<file path="src/rtl/la_cmd_pkg.sv">
package la_cmd_pkg;
    localparam int BYTE_W    = 8;
    localparam int ARG_BYTES = 4;
    localparam int ARG_W     = BYTE_W * ARG_BYTES;
    localparam int ID_LEN    = 4;

    localparam logic [BYTE_W-1:0] OP_RESET = 8'h00;
    localparam logic [BYTE_W-1:0] OP_RUN   = 8'h01;
    localparam logic [BYTE_W-1:0] OP_IDENT = 8'h02;
    localparam logic [BYTE_W-1:0] OP_META  = 8'h04;

    typedef enum logic { F_IDLE, F_ARG } frm_state_t;
    typedef enum logic { R_IDLE, R_SEND } rep_state_t;

    function automatic logic [BYTE_W-1:0] id_byte(input logic [1:0] idx);
        logic [BYTE_W-1:0] b;
        unique case (idx)
            2'd0: b = 8'h31;
            2'd1: b = 8'h53;
            2'd2: b = 8'h4C;
            default: b = 8'h4F;
        endcase
        return b;
    endfunction
endpackage

</file>
<file path="src/rtl/la_cmd_framer.sv">
module la_cmd_framer
    import la_cmd_pkg::*;
#(
    parameter int N_ARG = ARG_BYTES
) (
    input  logic                    clk,
    input  logic                    rst_n,
    input  logic                    rx_valid,
    input  logic [BYTE_W-1:0]       rx_byte,
    output logic                    short_v,
    output logic [BYTE_W-1:0]       short_op,
    output logic                    long_v,
    output logic [BYTE_W-1:0]       long_op,
    output logic [BYTE_W*N_ARG-1:0] long_arg
);
    localparam int AW    = BYTE_W * N_ARG;
    localparam int IDX_W = (N_ARG > 1) ? $clog2(N_ARG) : 1;
    localparam logic [IDX_W-1:0] LAST_IDX = IDX_W'(N_ARG - 1);
    localparam int ZRUN_MAX = N_ARG + 1;
    localparam int ZW = $clog2(ZRUN_MAX + 1);

    frm_state_t        state_q, state_d;
    logic [IDX_W-1:0]  idx_q, idx_d;
    logic [BYTE_W-1:0] op_q, op_d;
    logic [AW-1:0]     arg_q, arg_d;
    logic              last_byte;

    assign last_byte = rx_valid && (state_q == F_ARG) && (idx_q == LAST_IDX);

    always_comb begin
        state_d = state_q;
        idx_d   = idx_q;
        op_d    = op_q;
        arg_d   = arg_q;
        unique case (state_q)
            F_IDLE: begin
                if (rx_valid && rx_byte[BYTE_W-1]) begin
                    state_d = F_ARG;
                    idx_d   = '0;
                    op_d    = rx_byte;
                    arg_d   = '0;
                end
            end
            F_ARG: begin
                if (rx_valid) begin
                    arg_d[BYTE_W*idx_q +: BYTE_W] = rx_byte;
                    if (idx_q == LAST_IDX) begin
                        state_d = F_IDLE;
                    end else begin
                        idx_d = idx_q + 1'b1;
                    end
                end
            end
        endcase
    end

    always_ff @(posedge clk or negedge rst_n) begin
        if (!rst_n) begin
            state_q <= F_IDLE;
            idx_q   <= '0;
            op_q    <= '0;
            arg_q   <= '0;
        end else begin
            state_q <= state_d;
            idx_q   <= idx_d;
            op_q    <= op_d;
            arg_q   <= arg_d;
        end
    end

    always_ff @(posedge clk or negedge rst_n) begin
        if (!rst_n) begin
            short_v  <= 1'b0;
            short_op <= '0;
            long_v   <= 1'b0;
            long_op  <= '0;
            long_arg <= '0;
        end else begin
            short_v <= rx_valid && (state_q == F_IDLE) && !rx_byte[BYTE_W-1];
            long_v  <= last_byte;
            if (rx_valid && (state_q == F_IDLE)) begin
                short_op <= rx_byte;
            end
            if (last_byte) begin
                long_op  <= op_q;
                long_arg <= arg_d;
            end
        end
    end

    logic [ZW-1:0] zrun_q;
    always_ff @(posedge clk or negedge rst_n) begin
        if (!rst_n) begin
            zrun_q <= '0;
        end else if (rx_valid) begin
            if (rx_byte != '0) begin
                zrun_q <= '0;
            end else if (zrun_q != ZW'(ZRUN_MAX)) begin
                zrun_q <= zrun_q + 1'b1;
            end
        end
    end


    zero_run_idle_chk: assert property (@(posedge clk) disable iff (!rst_n)
        (zrun_q == ZW'(ZRUN_MAX)) |-> (state_q == F_IDLE));


    wr_single_chk: assert property (@(posedge clk) disable iff (!rst_n)
        long_v |=> !long_v);


    no_mixed_chk: assert property (@(posedge clk) disable iff (!rst_n)
        !(short_v && long_v));
endmodule

</file>
<file path="src/rtl/la_id_reply.sv">
module la_id_reply
    import la_cmd_pkg::*;
(
    input  logic              clk,
    input  logic              rst_n,
    input  logic              id_req,
    input  logic              tx_ready,
    output logic              tx_valid,
    output logic [BYTE_W-1:0] tx_byte
);
    localparam int IW = $clog2(ID_LEN);
    localparam logic [IW-1:0] LAST = IW'(ID_LEN - 1);

    rep_state_t    state_q, state_d;
    logic [IW-1:0] idx_q, idx_d;
    logic          take;

    assign take = (state_q == R_SEND) && tx_ready;

    always_comb begin
        state_d = state_q;
        idx_d   = idx_q;
        unique case (state_q)
            R_IDLE: begin
                if (id_req) begin
                    state_d = R_SEND;
                    idx_d   = '0;
                end
            end
            R_SEND: begin
                if (take) begin
                    if (idx_q == LAST) begin
                        state_d = R_IDLE;
                    end else begin
                        idx_d = idx_q + 1'b1;
                    end
                end
            end
        endcase
    end

    always_ff @(posedge clk or negedge rst_n) begin
        if (!rst_n) begin
            state_q <= R_IDLE;
            idx_q   <= '0;
        end else begin
            state_q <= state_d;
            idx_q   <= idx_d;
        end
    end

    always_comb begin
        tx_valid = (state_q == R_SEND);
        tx_byte  = tx_valid ? id_byte(idx_q) : '0;
    end


    hold_byte_chk: assert property (@(posedge clk) disable iff (!rst_n)
        (tx_valid && !tx_ready) |=> (tx_valid && $stable(tx_byte)));


    end_after_last_chk: assert property (@(posedge clk) disable iff (!rst_n)
        (tx_valid && tx_ready && tx_byte == 8'h4F) |=> !tx_valid);


    first_byte_chk: assert property (@(posedge clk) disable iff (!rst_n)
        $rose(tx_valid) |-> (tx_byte == 8'h31));
endmodule

</file>
<file path="src/rtl/la_cmd_decoder.sv">
module la_cmd_decoder
    import la_cmd_pkg::*;
(
    input  logic        clk,
    input  logic        rst_n,
    input  logic        rx_valid,
    input  logic [7:0]  rx_byte,
    input  logic        tx_ready,
    output logic        tx_valid,
    output logic [7:0]  tx_byte,
    output logic        wr_stb,
    output logic [7:0]  wr_opcode,
    output logic [31:0] wr_arg,
    output logic        reset_stb,
    output logic        run_stb,
    output logic        meta_stb
);
    logic              short_v;
    logic [BYTE_W-1:0] short_op;
    logic              id_req;

    la_cmd_framer #(.N_ARG(ARG_BYTES)) framer_i (
        .clk      (clk),
        .rst_n    (rst_n),
        .rx_valid (rx_valid),
        .rx_byte  (rx_byte),
        .short_v  (short_v),
        .short_op (short_op),
        .long_v   (wr_stb),
        .long_op  (wr_opcode),
        .long_arg (wr_arg)
    );

    always_comb begin
        reset_stb = short_v && (short_op == OP_RESET);
        run_stb   = short_v && (short_op == OP_RUN);
        meta_stb  = short_v && (short_op == OP_META);
        id_req    = short_v && (short_op == OP_IDENT);
    end

    la_id_reply reply_i (
        .clk      (clk),
        .rst_n    (rst_n),
        .id_req   (id_req),
        .tx_ready (tx_ready),
        .tx_valid (tx_valid),
        .tx_byte  (tx_byte)
    );


    strobe_excl_chk: assert property (@(posedge clk) disable iff (!rst_n)
        $onehot0({reset_stb, run_stb, meta_stb, wr_stb}));


    reset_pulse_chk: assert property (@(posedge clk) disable iff (!rst_n)
        reset_stb |-> !$past(reset_stb) || $past(rx_valid, 2));
endmodule

</file>
<file path="config.mk">
export PLATFORM = sky130hd
export DESIGN_NAME = la_cmd_decoder
export DESIGN_NICKNAME = d
export VERILOG_FILES = /design/src/rtl/la_cmd_pkg.sv /design/src/rtl/la_cmd_framer.sv /design/src/rtl/la_id_reply.sv /design/src/rtl/la_cmd_decoder.sv
export SDC_FILE = /design/constraint.sdc
export NUM_CORES = 1
export LEC_CHECK = 0
export BUFFER_PORTS_ARGS = -buffer_cell sky130_fd_sc_hd__buf_2
export CAP_MARGIN = 30
export CORE_AREA = 4 4 112 124
export DETAILED_ROUTE_END_ITERATION = 16
export DIE_AREA = 0 0 116 128
export GPL_TIMING_DRIVEN = 0
export HOLD_SLACK_MARGIN = 0.02
export PLACE_DENSITY = 0.54
export SYNTH_ARGS = -nofsm -noshare
export SYNTH_HDL_FRONTEND = slang
export SYNTH_SLANG_ARGS = --single-unit
export TNS_END_PERCENT = 100
</file>
<file path="constraint.sdc">
create_clock -name clk -period 4.35 [get_ports clk]
set_input_delay 0.6525 -clock clk [delete_from_list [all_inputs] [get_ports clk]]
set_output_delay 0.6525 -clock clk [all_outputs]
set_load 0.01 [all_outputs]
</file>
# Word level (Yosys, flattened, before mapping)
# Index checks and enable logic that the tools add are counted.
# totals
register_bits	96
inputBits	12
out_inout_bits	53
wordCells	69
# classes
addsub	3
n_eq_ne	13
shift	2
n_mux	22
n_bitwise	2
reduce_logical	16
# op_table
operator	count
32-bit two-way mux	2
32-bit case mux with 2 select lines	1
5-bit negation with 34-bit output	1
8-bit by 34-bit variable shift with 32-bit output, first input constant	1
8-bit by 34-bit indexed part select with 32-bit output	1
32-bit bitwise mux	1
7-bit case mux with 3 select lines	1
2-bit two-way mux	6
1-bit logical AND	10
2-bit != test, second input constant	5
8-bit by 1-bit equality test with 1-bit output, second input constant	1
8-bit by 2-bit equality test with 1-bit output, second input constant	1
8-bit by 3-bit equality test with 1-bit output, second input constant	1
8-bit logical NOT	1
2-bit case mux with 2 select lines	2
7-bit two-way mux	1
2-bit equality test, second input constant	3
1-bit two-way mux	6
3-bit AND reduction	2
2-bit by 1-bit adder with 2-bit output, second input constant	2
1-bit case mux with 2 select lines	2
2-bit by 1-bit equality test with 1-bit output, second input constant	1
2-bit logical NOT	1
2-bit by 1-bit != test with 1-bit output, second input constant	1
3 further kinds	4

# Logic depth before layout (Yosys ltp)
# Gate-level depths: netlist of the first run.
# depth
ltp_word	5
depth_mapped	7
depth_no_buf	5

# Cells and area by module
# From an unflattened synthesis of the first run, not the netlist that was laid out.
# hier_totals
cells_unflattened	348
area_unflattened_um2	3958.8
# modules_own_cells
mod	n_inst	cells_per_inst	area_per_inst_um2	seq_area_each_um2
la_cmd_framer	1	308	3580.9	2127.0
la_id_reply	1	32	312.8	75.1
la_cmd_decoder	1	8	65.1	0.0

# Worst setup path after synthesis of the first run
# OpenSTA, ideal clock, no wires.
# synth_path
path_kind	register to output
start	register framer_i.short_op[3]
end	output run_stb
t_arrival_ns	1.334
t_required_ns	3.697
slack_ns	2.364
path_stages_with_launch	3
n_path_buf	0
cell_sequence	dfrtp_1 > or4_4 > nor4_1
# synth_between
elab_chain_cells	2
# synth_lines
element	line_no	rtl
start, declared	la_cmd_framer.sv:11	output logic [BYTE_W-1:0] short_op,
start signal, assigned	la_cmd_framer.sv:82	short_op <= rx_byte;
8-bit by 1-bit equality test with 1-bit output	la_cmd_decoder.sv:36	run_stb = short_v && (short_op == OP_RUN);
1-bit logical AND	la_cmd_decoder.sv:36	
end, declared	la_cmd_decoder.sv:15	output logic run_stb,
# No other way between the ends.

# Worst setup path after layout of the first run
# layout_path
start	register framer_i.short_op[3]
end	output reset_stb
# layout_between
elab_chain_cells	2
# layout_lines
element	line_no	rtl
8-bit logical NOT	la_cmd_decoder.sv:35	reset_stb = short_v && (short_op == OP_RESET);
1-bit logical AND	la_cmd_decoder.sv:35	
end, declared	la_cmd_decoder.sv:14	output logic reset_stb,
# No other way between the ends.

==> results.ini, run 1 <==
[timing]
grt_setup_unrepaired=no
relSlewSlack=0.591
post-route-min-period_ns=2.49
finClkSkew_ns=0.00540
timing.fmax_mhz=401
tns_ns=0
fin_crit_sh=0.573
setup_viol=0
final_max_slew_viol_count=0
timing.final.hold_violations=0
worst_slew_pin_slew_ns=0.611
whs_ns=0.288

[synth]
synth_cell_type_count=46
avgSynthCellArea_um2=10.9
synth-simple-area-share=0.154
synth-xor-area-share=0.00201
synth-seq-cells=96
synth_nets=423
synth-adder-area-share=0.0345
synthTopCellsByArea=dfrtp_1, a21oi_1, a32oi_1
netlist_area_mm2=0.00435
synth_compound_area_frac=0.177
yosysTopAreaCell=dfrtp_1
netlist.area_leader.share=0.552
ys_seq_area_frac=0.552
synth_top_family_by_area=compound AO/OA/AOI/OAI gates
syn_inst=399
yosys_warnings=0
synth.area.mux_share=0.0385

[detailed_routing]
avgViaCountPerCell=5.27
drcViolationCount=0
drt_wl_total_um=10900
first_pass_iters=6
detail_route.wl_per_cell_um=17.1
vias=3344
drtAntennaViolNets=0
drt_first_iter_violations=91

[power_and_ir_drop]
power_frac_comb=0.348
finalPower_mw=3.54
p_per_area_mw_per_mm2=679
p_sw_mw=1.25
sequentialPowerShare=0.409
clockPowerShare=0.244
leakage_nw=2.49
swShare=0.353
power.internal_mw=2.29
ir_drop_mv=0.269

[global_route]
grt_max_degree=59
antenna_found_initial=0
track_usage=0.151
grt_pass1_vias=3271
grt_pass1_wl_um=17500
grt-ovfl-total=0

[cts]
clk_path_buf_depth=2
cts_inserted_buffers=9
cts_tree=built
hold_buffers=0
ctsRootBufferMaster=clkbuf_16
clk_latency_ns=0.34
post_cts_buffers=0
htreeDepth=3
cts_resized=0
clock_sinks=96
clk_pin_slew_ns=0.07

[critical_path]
crit_path_start_kind=flop
cpMaxStageDelayCell=or4_4
cp_slowest_stage_delay_ns=0.57
critPathCaptureType=primary output
worstSetupPathType=flop to primary output
reg2regPathDepth=5
cp.arrival_ns=1.84
crit_chain=or4_4 -> nor4_4 -> and3b_1 -> buf_2
crit_path_max_fanout=4
crit_required_ns=3.70

[die]
initial_core_util=0.346
die_w_um=116
coreArea_mm2=0.0126
die_y_um=128
die_area_mm2=0.0148
io_pins=65
rows=43

[placed_design]
placed_area_mm2=0.00489
gp_congestion=0.780
dp_hpwl_um=7350
port_buffers=62
placedCellCount=619

[flow_run]
cap_violations=0

[finish]
stdcell_count=635
final_area_mm2=0.00522
nets=497
num_antenna_cells=0
final_common_cell=dfrtp_1
final_cell_mix=dfrtp_1, buf_2, nand2_1
area_growth_pct=20.0
drive_above_1_share=0.278

[worst_hold_path]
min_path_type=primary input to asynchronous set/reset pin

[status]
status=finished, final reports clean

cell type report:
| type | instances | area [µm²] |
|---|---|---|
| Tap cell | 157 | 196 |
| Multi-Input combinational cell | 268 | 1770 |
| Fill cell | 1276 | 7370 |
| Timing Repair Buffer | 63 | 340 |
| Clock buffer | 11 | 253 |
| Buffer | 28 | 154 |
| Inverter | 7 | 26.3 |
| Sequential cell | 96 | 2400 |
| Clock inverter | 5 | 78.8 |
per-layer routing:
| layer | up-vias | global-route usage | wire length, µm |
|---|---|---|---|
| li1 | 1573 | - | - |
| met5 | - | 0 | 0 |
| met4 | 0 | 0.0485 | 176 |
| met3 | 14 | 0.0236 | 683 |
| met1 | 1653 | 0.206 | 4910 |
| met2 | 104 | 0.247 | 5100 |
critical path: cells and delay by family (launching register included):
kind          cells  cell delay (ns)
buf+inv           1             0.13
simple gates      3             1.00
flops             1             0.38
logic make-up after synthesis:
family                     count (synthesis)
other                                      1
xor gates and xnor gates                   1
and+or+nand+nor                          129
DFF                                       96
muxes                                     15
AOI/OAI and AO/OA                        110
adders and majority gates                 12
buffers and inverters                     35
flip-flops by register name, summed over array words and instances, names as in the netlist:
signal	cells
reply_i.tx_valid	1
framer_i.state_q	1
framer_i.idx_q	2
framer_i.op_q	8
framer_i.arg_q	32
framer_i.short_op	8
reply_i.idx_q	2
framer_i.short_v	1
framer_i.long_op	8
framer_i.long_v	1
framer_i.long_arg	32
worst paths after layout:
check | slack, ns | start | end
worst max-delay path | 1.86 | framer_i.short_op[3] | reset_stb
worst min-delay path | 0.29 | rst_n | framer_i.long_op[4]
worst max register to register | 2.11 | framer_i.idx_q[0] | framer_i.long_arg[22]
worst min register to register | 0.47 | framer_i.op_q[1] | framer_i.long_op[1]
max in group asynchronous | 3.39 | rst_n | framer_i.long_arg[11]
min in group clk | 0.47 | framer_i.op_q[1] | framer_i.long_op[1]
power by group through the flow:
stage          sequential, mW  combinational, mW  clock, mW
2_1_floorplan            1.50              0.773          0
3_3_place_gp             1.45               1.22          0
3_5_place_dp             1.47               1.24          0
4_1_cts                  1.45               1.25      0.883
5_1_grt                  1.50               1.38      0.912
6_report                 1.45               1.23      0.864
Yosys cell counts, drive strengths merged:
master / count
nor2b: 7
dfrtp: 96
clkbuf: 10
nor4bb: 1
nand2: 44
a31oi: 1
nand3: 3
nor3b: 1
nor4: 2
or2: 1
a21oi: 42
mux2: 14
nor2: 35
o31ai: 8
or4: 1
o21a: 1
nand4: 1
inv: 6
a21o: 1
a41oi: 2
a32oi: 22
a41o: 1
xnor2: 1
a22o: 20
nor3: 9
and3b: 2
ha: 12
nor4b: 1
and4: 1
nand3b: 2
conb: 1
mux2i: 1
clkinv: 1
nand2b: 2
or4bb: 1
buf: 18
and2: 15
o21ai: 12
stage by stage:
step / worst slack, ns / utilization
5_1_grt: 1.79 / 0.415
2_1_floorplan: 2.36 / -
3_5_place_dp: 2.13 / 0.388
4_1_cts: 1.83 / 0.415
6_report: 1.86 / 0.415
3_3_place_gp: 1.66 / 0.386
Note: power is estimated with default switching activity, not from simulation.
==> run 2, diff against run 1 <==
--- a/config.mk
+++ b/config.mk
@@ -12,7 +12,7 @@
 export DIE_AREA = 0 0 116 128
 export GPL_TIMING_DRIVEN = 0
 export HOLD_SLACK_MARGIN = 0.02
-export PLACE_DENSITY = 0.54
+export PLACE_DENSITY = 0.56
 export SYNTH_ARGS = -nofsm -noshare
 export SYNTH_HDL_FRONTEND = slang
 export SYNTH_SLANG_ARGS = --single-unit
==> constraint.sdc (replaced) <==
create_clock -name clk -period 2.2 [get_ports clk]
set_input_delay 0.33 -clock clk [delete_from_list [all_inputs] [get_ports clk]]
set_output_delay 0.33 -clock clk [all_outputs]
set_load 0.01 [all_outputs]
==> results.ini, run 2 (same netlist as run 1, synthesis figures left out) <==
[critical_path]
worstSetupPathType=flop to primary output
crit_buf_inv=1
cp.arrival_ns=1.84
crit_path_start_kind=flop
crit_required_ns=1.87
cpMaxStageDelayCell=or4_4
crit_family=simple AND/OR/NAND/NOR gates
crit_chain=or4_4 -> nor4_4 -> and3b_1 -> buf_2
crit_path_max_fanout=4
critPathCaptureType=primary output
reg2reg_slack_ns=0.20
cp_slowest_stage_delay_ns=0.57

[global_route]
grt-ovfl-total=0
grt_max_degree=51
grt_pass1_wl_um=17900
antenna_found_initial=0
track_usage=0.155
grt_pass1_vias=3407

[timing]
fin_crit_sh=0.984
timing.final.hold_violations=0
setup_slack_ns=0.0344
finClkSkew_ns=0.00636
whs_ns=0.00255
timing.fmax_mhz=462
worst_slew_pin_slew_ns=0.601
final_max_slew_viol_count=0
relSlewSlack=0.600
post-route-min-period_ns=2.17
grt_setup_unrepaired=yes
setup_viol=0

[power_and_ir_drop]
ir_drop_mv=0.524
p_per_area_mw_per_mm2=1360
leakage_nw=2.50
finalPower_mw=7.13

[finish]
reg_top3=framer_i.arg_q (32), framer_i.long_arg (32)
nets=499
num_antenna_cells=0
stdcell_count=637
final_common_cell=dfrtp_1
drive_above_1_share=0.285
area_growth_pct=20.9
final_cell_mix=dfrtp_1, buf_2, nand2_1
final_area_mm2=0.00526

[die]
io_pins=65
coreArea_mm2=0.0126
rows=43
die_area_mm2=0.0148
die_w_um=116
initial_core_util=0.346
die_y_um=128

[cts]
clk_pin_slew_ns=0.07
cts_tree=built
clock_sinks=96
ctsRootBufferMaster=clkbuf_16
htreeDepth=3
clk_path_buf_depth=2
hold_buffers=0
clk_latency_ns=0.33
cts_inserted_buffers=9

[placed_design]
gp_congestion=0.827
place_ws_ns=-0.0198
dp_hpwl_um=7450
placed_area_mm2=0.00489
port_buffers=62
placedCellCount=619

[detailed_routing]
drt_wl_total_um=11000
drcViolationCount=0
avgViaCountPerCell=5.14
detail_route.wl_per_cell_um=17.3
first_pass_iters=4
vias=3277
drtAntennaViolNets=0
drt_first_iter_violations=133

[status]
status=finished, final reports clean

[flow_run]
cap_violations=0

[worst_hold_path]
min_path_type=primary input to asynchronous set/reset pin

run 2: cell types whose count changed in the layout (fill, tap and decap cells not counted), sizes merged:
cell	previous run	this run
clkinv	4	3
clkinvlp	0	1
bufinv	2	3
buf	81	82
run 2: report_power, final:
part           switching [mW]  internal (mW)
Combinational            1.41           1.09
Sequential              0.441           2.44
Clock                   0.642           1.11
Total                    2.49           4.64
run 2: layout make-up:
class                           instances  area (µm²)
Fill cell                            1243        7330
Sequential cell                        96        2400
Multi-Input combinational cell        268        1770
Timing Repair Buffer                   65         368
Clock buffer                           10         229
Tap cell                              157         196
Buffer                                 28         155
Clock inverter                          6         108
Inverter                                7        26.3
run 2: metal layers:
| layer | vias to the layer above | GRT usage | part of all wire |
|---|---|---|---|
| met5 | - | 0 | 0 |
| met4 | 0 | 0.0567 | 0.016 |
| met3 | 14 | 0.0231 | 0.055 |
| met2 | 88 | 0.243 | 0.48 |
| met1 | 1601 | 0.217 | 0.45 |
| li1 | 1574 | - | - |
run 2: path summary, 6_finish.rpt:
check	startpoint	endpoint	depth (start not counted)
max reg2reg	framer_i.idx_q[0]	framer_i.arg_q[8]	7
max in group asynchronous	rst_n	framer_i.idx_q[0]	2
min reg2reg	framer_i.op_q[5]	framer_i.long_op[5]	2
min	rst_n	framer_i.op_q[4]	1
max	framer_i.short_op[3]	reset_stb	4
min in group clk	tx_ready	reply_i.tx_valid	3
run 2: what timing repair did:
action	4_1_cts	5_1_grt
pin swaps	0	1
setup endpoints to repair	7	36
setup buffers	1	1
gates resized for setup	0	3
run 2: stage by stage:
stage	setup TNS, ns	util
6_report	0	0.418
4_1_cts	0	0.416
3_3_place_gp	-13.88	0.386
2_1_floorplan	0	-
5_1_grt	-0.0389	0.418
3_5_place_dp	-0.0332	0.388
run 2: worst register-to-register path, cell delays in order, from the launching register on:
cell	delay, ns
dfrtp_2	0.49
inv_1	0.12
ha_1	0.37
and4_1	0.17
buf_2	0.18
and2_1	0.18
buf_6	0.13
a22o_2	0.25
==> run 3, diff against run 2 <==
--- a/config.mk
+++ b/config.mk
@@ -5,11 +5,12 @@
 export SDC_FILE = /design/constraint.sdc
 export NUM_CORES = 1
 export LEC_CHECK = 0
+export ABC_AREA = 1
 export BUFFER_PORTS_ARGS = -buffer_cell sky130_fd_sc_hd__buf_2
 export CAP_MARGIN = 30
-export CORE_AREA = 4 4 112 124
+export CORE_AREA = 4 4 113 126
 export DETAILED_ROUTE_END_ITERATION = 16
-export DIE_AREA = 0 0 116 128
+export DIE_AREA = 0 0 117 130
 export GPL_TIMING_DRIVEN = 0
 export HOLD_SLACK_MARGIN = 0.02
 export PLACE_DENSITY = 0.56
==> results.ini, run 3 <==
[timing]
setup_viol=0
final_max_slew_viol_count=0
finClkSkew_ns=0.00625
relSlewSlack=0.565
worst_slew_pin_slew_ns=0.653
timing.fmax_mhz=500
whs_ns=0.00737
timing.final.hold_violations=0
setup_slack_ns=0.200
grt_setup_unrepaired=no
fin_crit_sh=0.909
post-route-min-period_ns=2.00

[detailed_routing]
first_pass_iters=4
detail_route.wl_per_cell_um=14.3
drt_first_iter_violations=290
drt_wl_total_um=10900
drcViolationCount=0
avgViaCountPerCell=4.85
vias=3721
drtAntennaViolNets=0

[placed_design]
place_ws_ns=0.162
placedCellCount=751
gp_congestion=0.836
port_buffers=63
dp_hpwl_um=8070

[power_and_ir_drop]
swShare=0.383
ir_drop_mv=0.407
finalPower_mw=6.65
power_frac_comb=0.372
power.internal_mw=4.10
p_sw_mw=2.55
p_per_area_mw_per_mm2=1260
clockPowerShare=0.217
leakage_nw=2.85
sequentialPowerShare=0.410

[cts]
cts_tree=built
clk_path_buf_depth=2
cts_resized=0
clk_pin_slew_ns=0.07
htreeDepth=3
post_cts_buffers=0
ctsRootBufferMaster=clkbuf_16
clk_latency_ns=0.35
hold_buffers=0
cts_inserted_buffers=9
clock_sinks=96

[synth]
avgSynthCellArea_um2=8.51
synth_nets=550
yosysTopAreaCell=dfrtp_1
netlist_area_mm2=0.00448
synthFlopType=dfrtp_1
syn_inst=526
netlist.area_leader.share=0.537
async_flop_share=1.00
synthTopCellsByCount=nand2_1, dfrtp_1, nand3_1
synth_edf_count=0
synth.most_common_cell=nand2_1
synth_cell_type_count=29
yosys_warnings=0
synth-seq-cells=96
synthTopCellsByArea=dfrtp_1, nand2_1, nand3_1
ys_seq_area_frac=0.537

[critical_path]
crit_chain=inv_2 -> ha_1 -> inv_1 -> nor3_2 -> nand2_1 -> nand2_1 -> nand3_1 -> nand2_1
cpMaxStageDelayCell=dfrtp_1
rr_endpoint=framer_i.long_arg[21]
critPathCaptureType=flop
reg2reg_from=framer_i.idx_q[0]
worstSetupPathType=flop to flop
startpoint=framer_i.idx_q[0]
cp_slowest_stage_delay_ns=0.52
reg2reg_slack_ns=0.20
crit_buf_inv=2
cp.arrival_ns=2.28
crit_family=simple AND/OR/NAND/NOR gates
crit_path_start_kind=flop
crit_path_max_fanout=11
reg2regPathDepth=8
crit_required_ns=2.48
crit_top_cell=nand2_1

[global_route]
track_usage=0.157
grt_pass1_wl_um=18600
antenna_found_initial=1
grt_max_degree=50
grt_pass1_vias=3777
grt-ovfl-total=0

[die]
die_area_mm2=0.0152
die_w_um=117
die_y_um=130
initial_core_util=0.344
rows=44
coreArea_mm2=0.0130
io_pins=65

[finish]
nets=625
drive_above_1_share=0.185
area_growth_pct=18.4
reg_top3=framer_i.arg_q (32), framer_i.long_arg (32)
final_common_cell=nand2_1
stdcell_count=767
final_cell_mix=nand2_1, dfrtp_1, buf_2
num_antenna_cells=0

[worst_hold_path]
min_path_type=primary input to asynchronous set/reset pin

[flow_run]
cap_violations=0

[status]
status=finished, final reports clean

## run 3: cell types whose count changed in the layout (fill, tap and decap cells not counted), sizes merged, moves of 9 or more
| cell | before | now |
|---|---|---|
| mux2 | 14 | 0 |
| a21oi | 42 | 9 |
| nor2 | 35 | 23 |
| a22o | 20 | 0 |
| inv | 6 | 39 |
| nand3 | 3 | 44 |
| nand2 | 44 | 203 |
| a21boi | 0 | 15 |
| a32oi | 22 | 0 |
| clkbuf | 21 | 12 |
## run 3: cells by family (layout without fill, tap and decap cells)
family | Yosys count | in the layout | share of synthesized area
buffers and inverters | 59 | 139 | 0.0590
and+or+nand+nor | 301 | 301 | 0.291
AOI/OAI and AO/OA | 57 | 57 | 0.0791
DFF | 96 | 96 | 0.537
other | 1 | 1 | 0.000838
adders and majority gates | 12 | 12 | 0.0335
## run 3: power groups by stage
stage | registers (mW) | logic [mW] | clock network [mW]
after floorplan | 2.84 | 1.61 | 0
after global placement | 2.73 | 2.43 | 0
after detailed placement | 2.76 | 2.49 | 0
after CTS | 2.74 | 2.51 | 1.50
after global routing | 2.82 | 2.85 | 1.58
final | 2.73 | 2.48 | 1.45
## run 3: per-stage QoR
stage                     utilization  instance area (µm²)  setup TNS (ns)
after CTS                       0.408                 5300               0
after detailed placement        0.387                 5020               0
final                           0.408                 5300               0
after global routing            0.408                 5300               0
after floorplan                     -                 4480               0
after global placement          0.384                 4990          -17.44
## run 3: how the worst max path moves through the flow
stage               depth (start not counted)                     to
floorplan                                   7   framer_i.long_arg[7]
global placement                            1    framer_i.long_op[5]
detailed placement                          7   framer_i.long_arg[7]
CTS                                         7   framer_i.long_arg[7]
global route                                8  framer_i.long_arg[19]
finish                                      8  framer_i.long_arg[21]
## run 3: metal layers
layer | vias up | part of all wire | routed length (µm) | global-route usage
met5 | - | 0.0015 | 16 | 0
met4 | 2 | 0.017 | 182 | 0.0547
met3 | 18 | 0.048 | 525 | 0.0339
met2 | 86 | 0.49 | 5370 | 0.261
met1 | 1787 | 0.44 | 4840 | 0.201
li1 | 1828 | - | - | -
## run 3: layout make-up
type	count	area, µm²
clock buffer	9	225
timing repair buffer	64	345
inverter	38	143
clock inverter	7	47.5
sequential	96	2400
tap	161	201
multi-input combinational	371	1810
fill	1304	7690
buffer	21	121
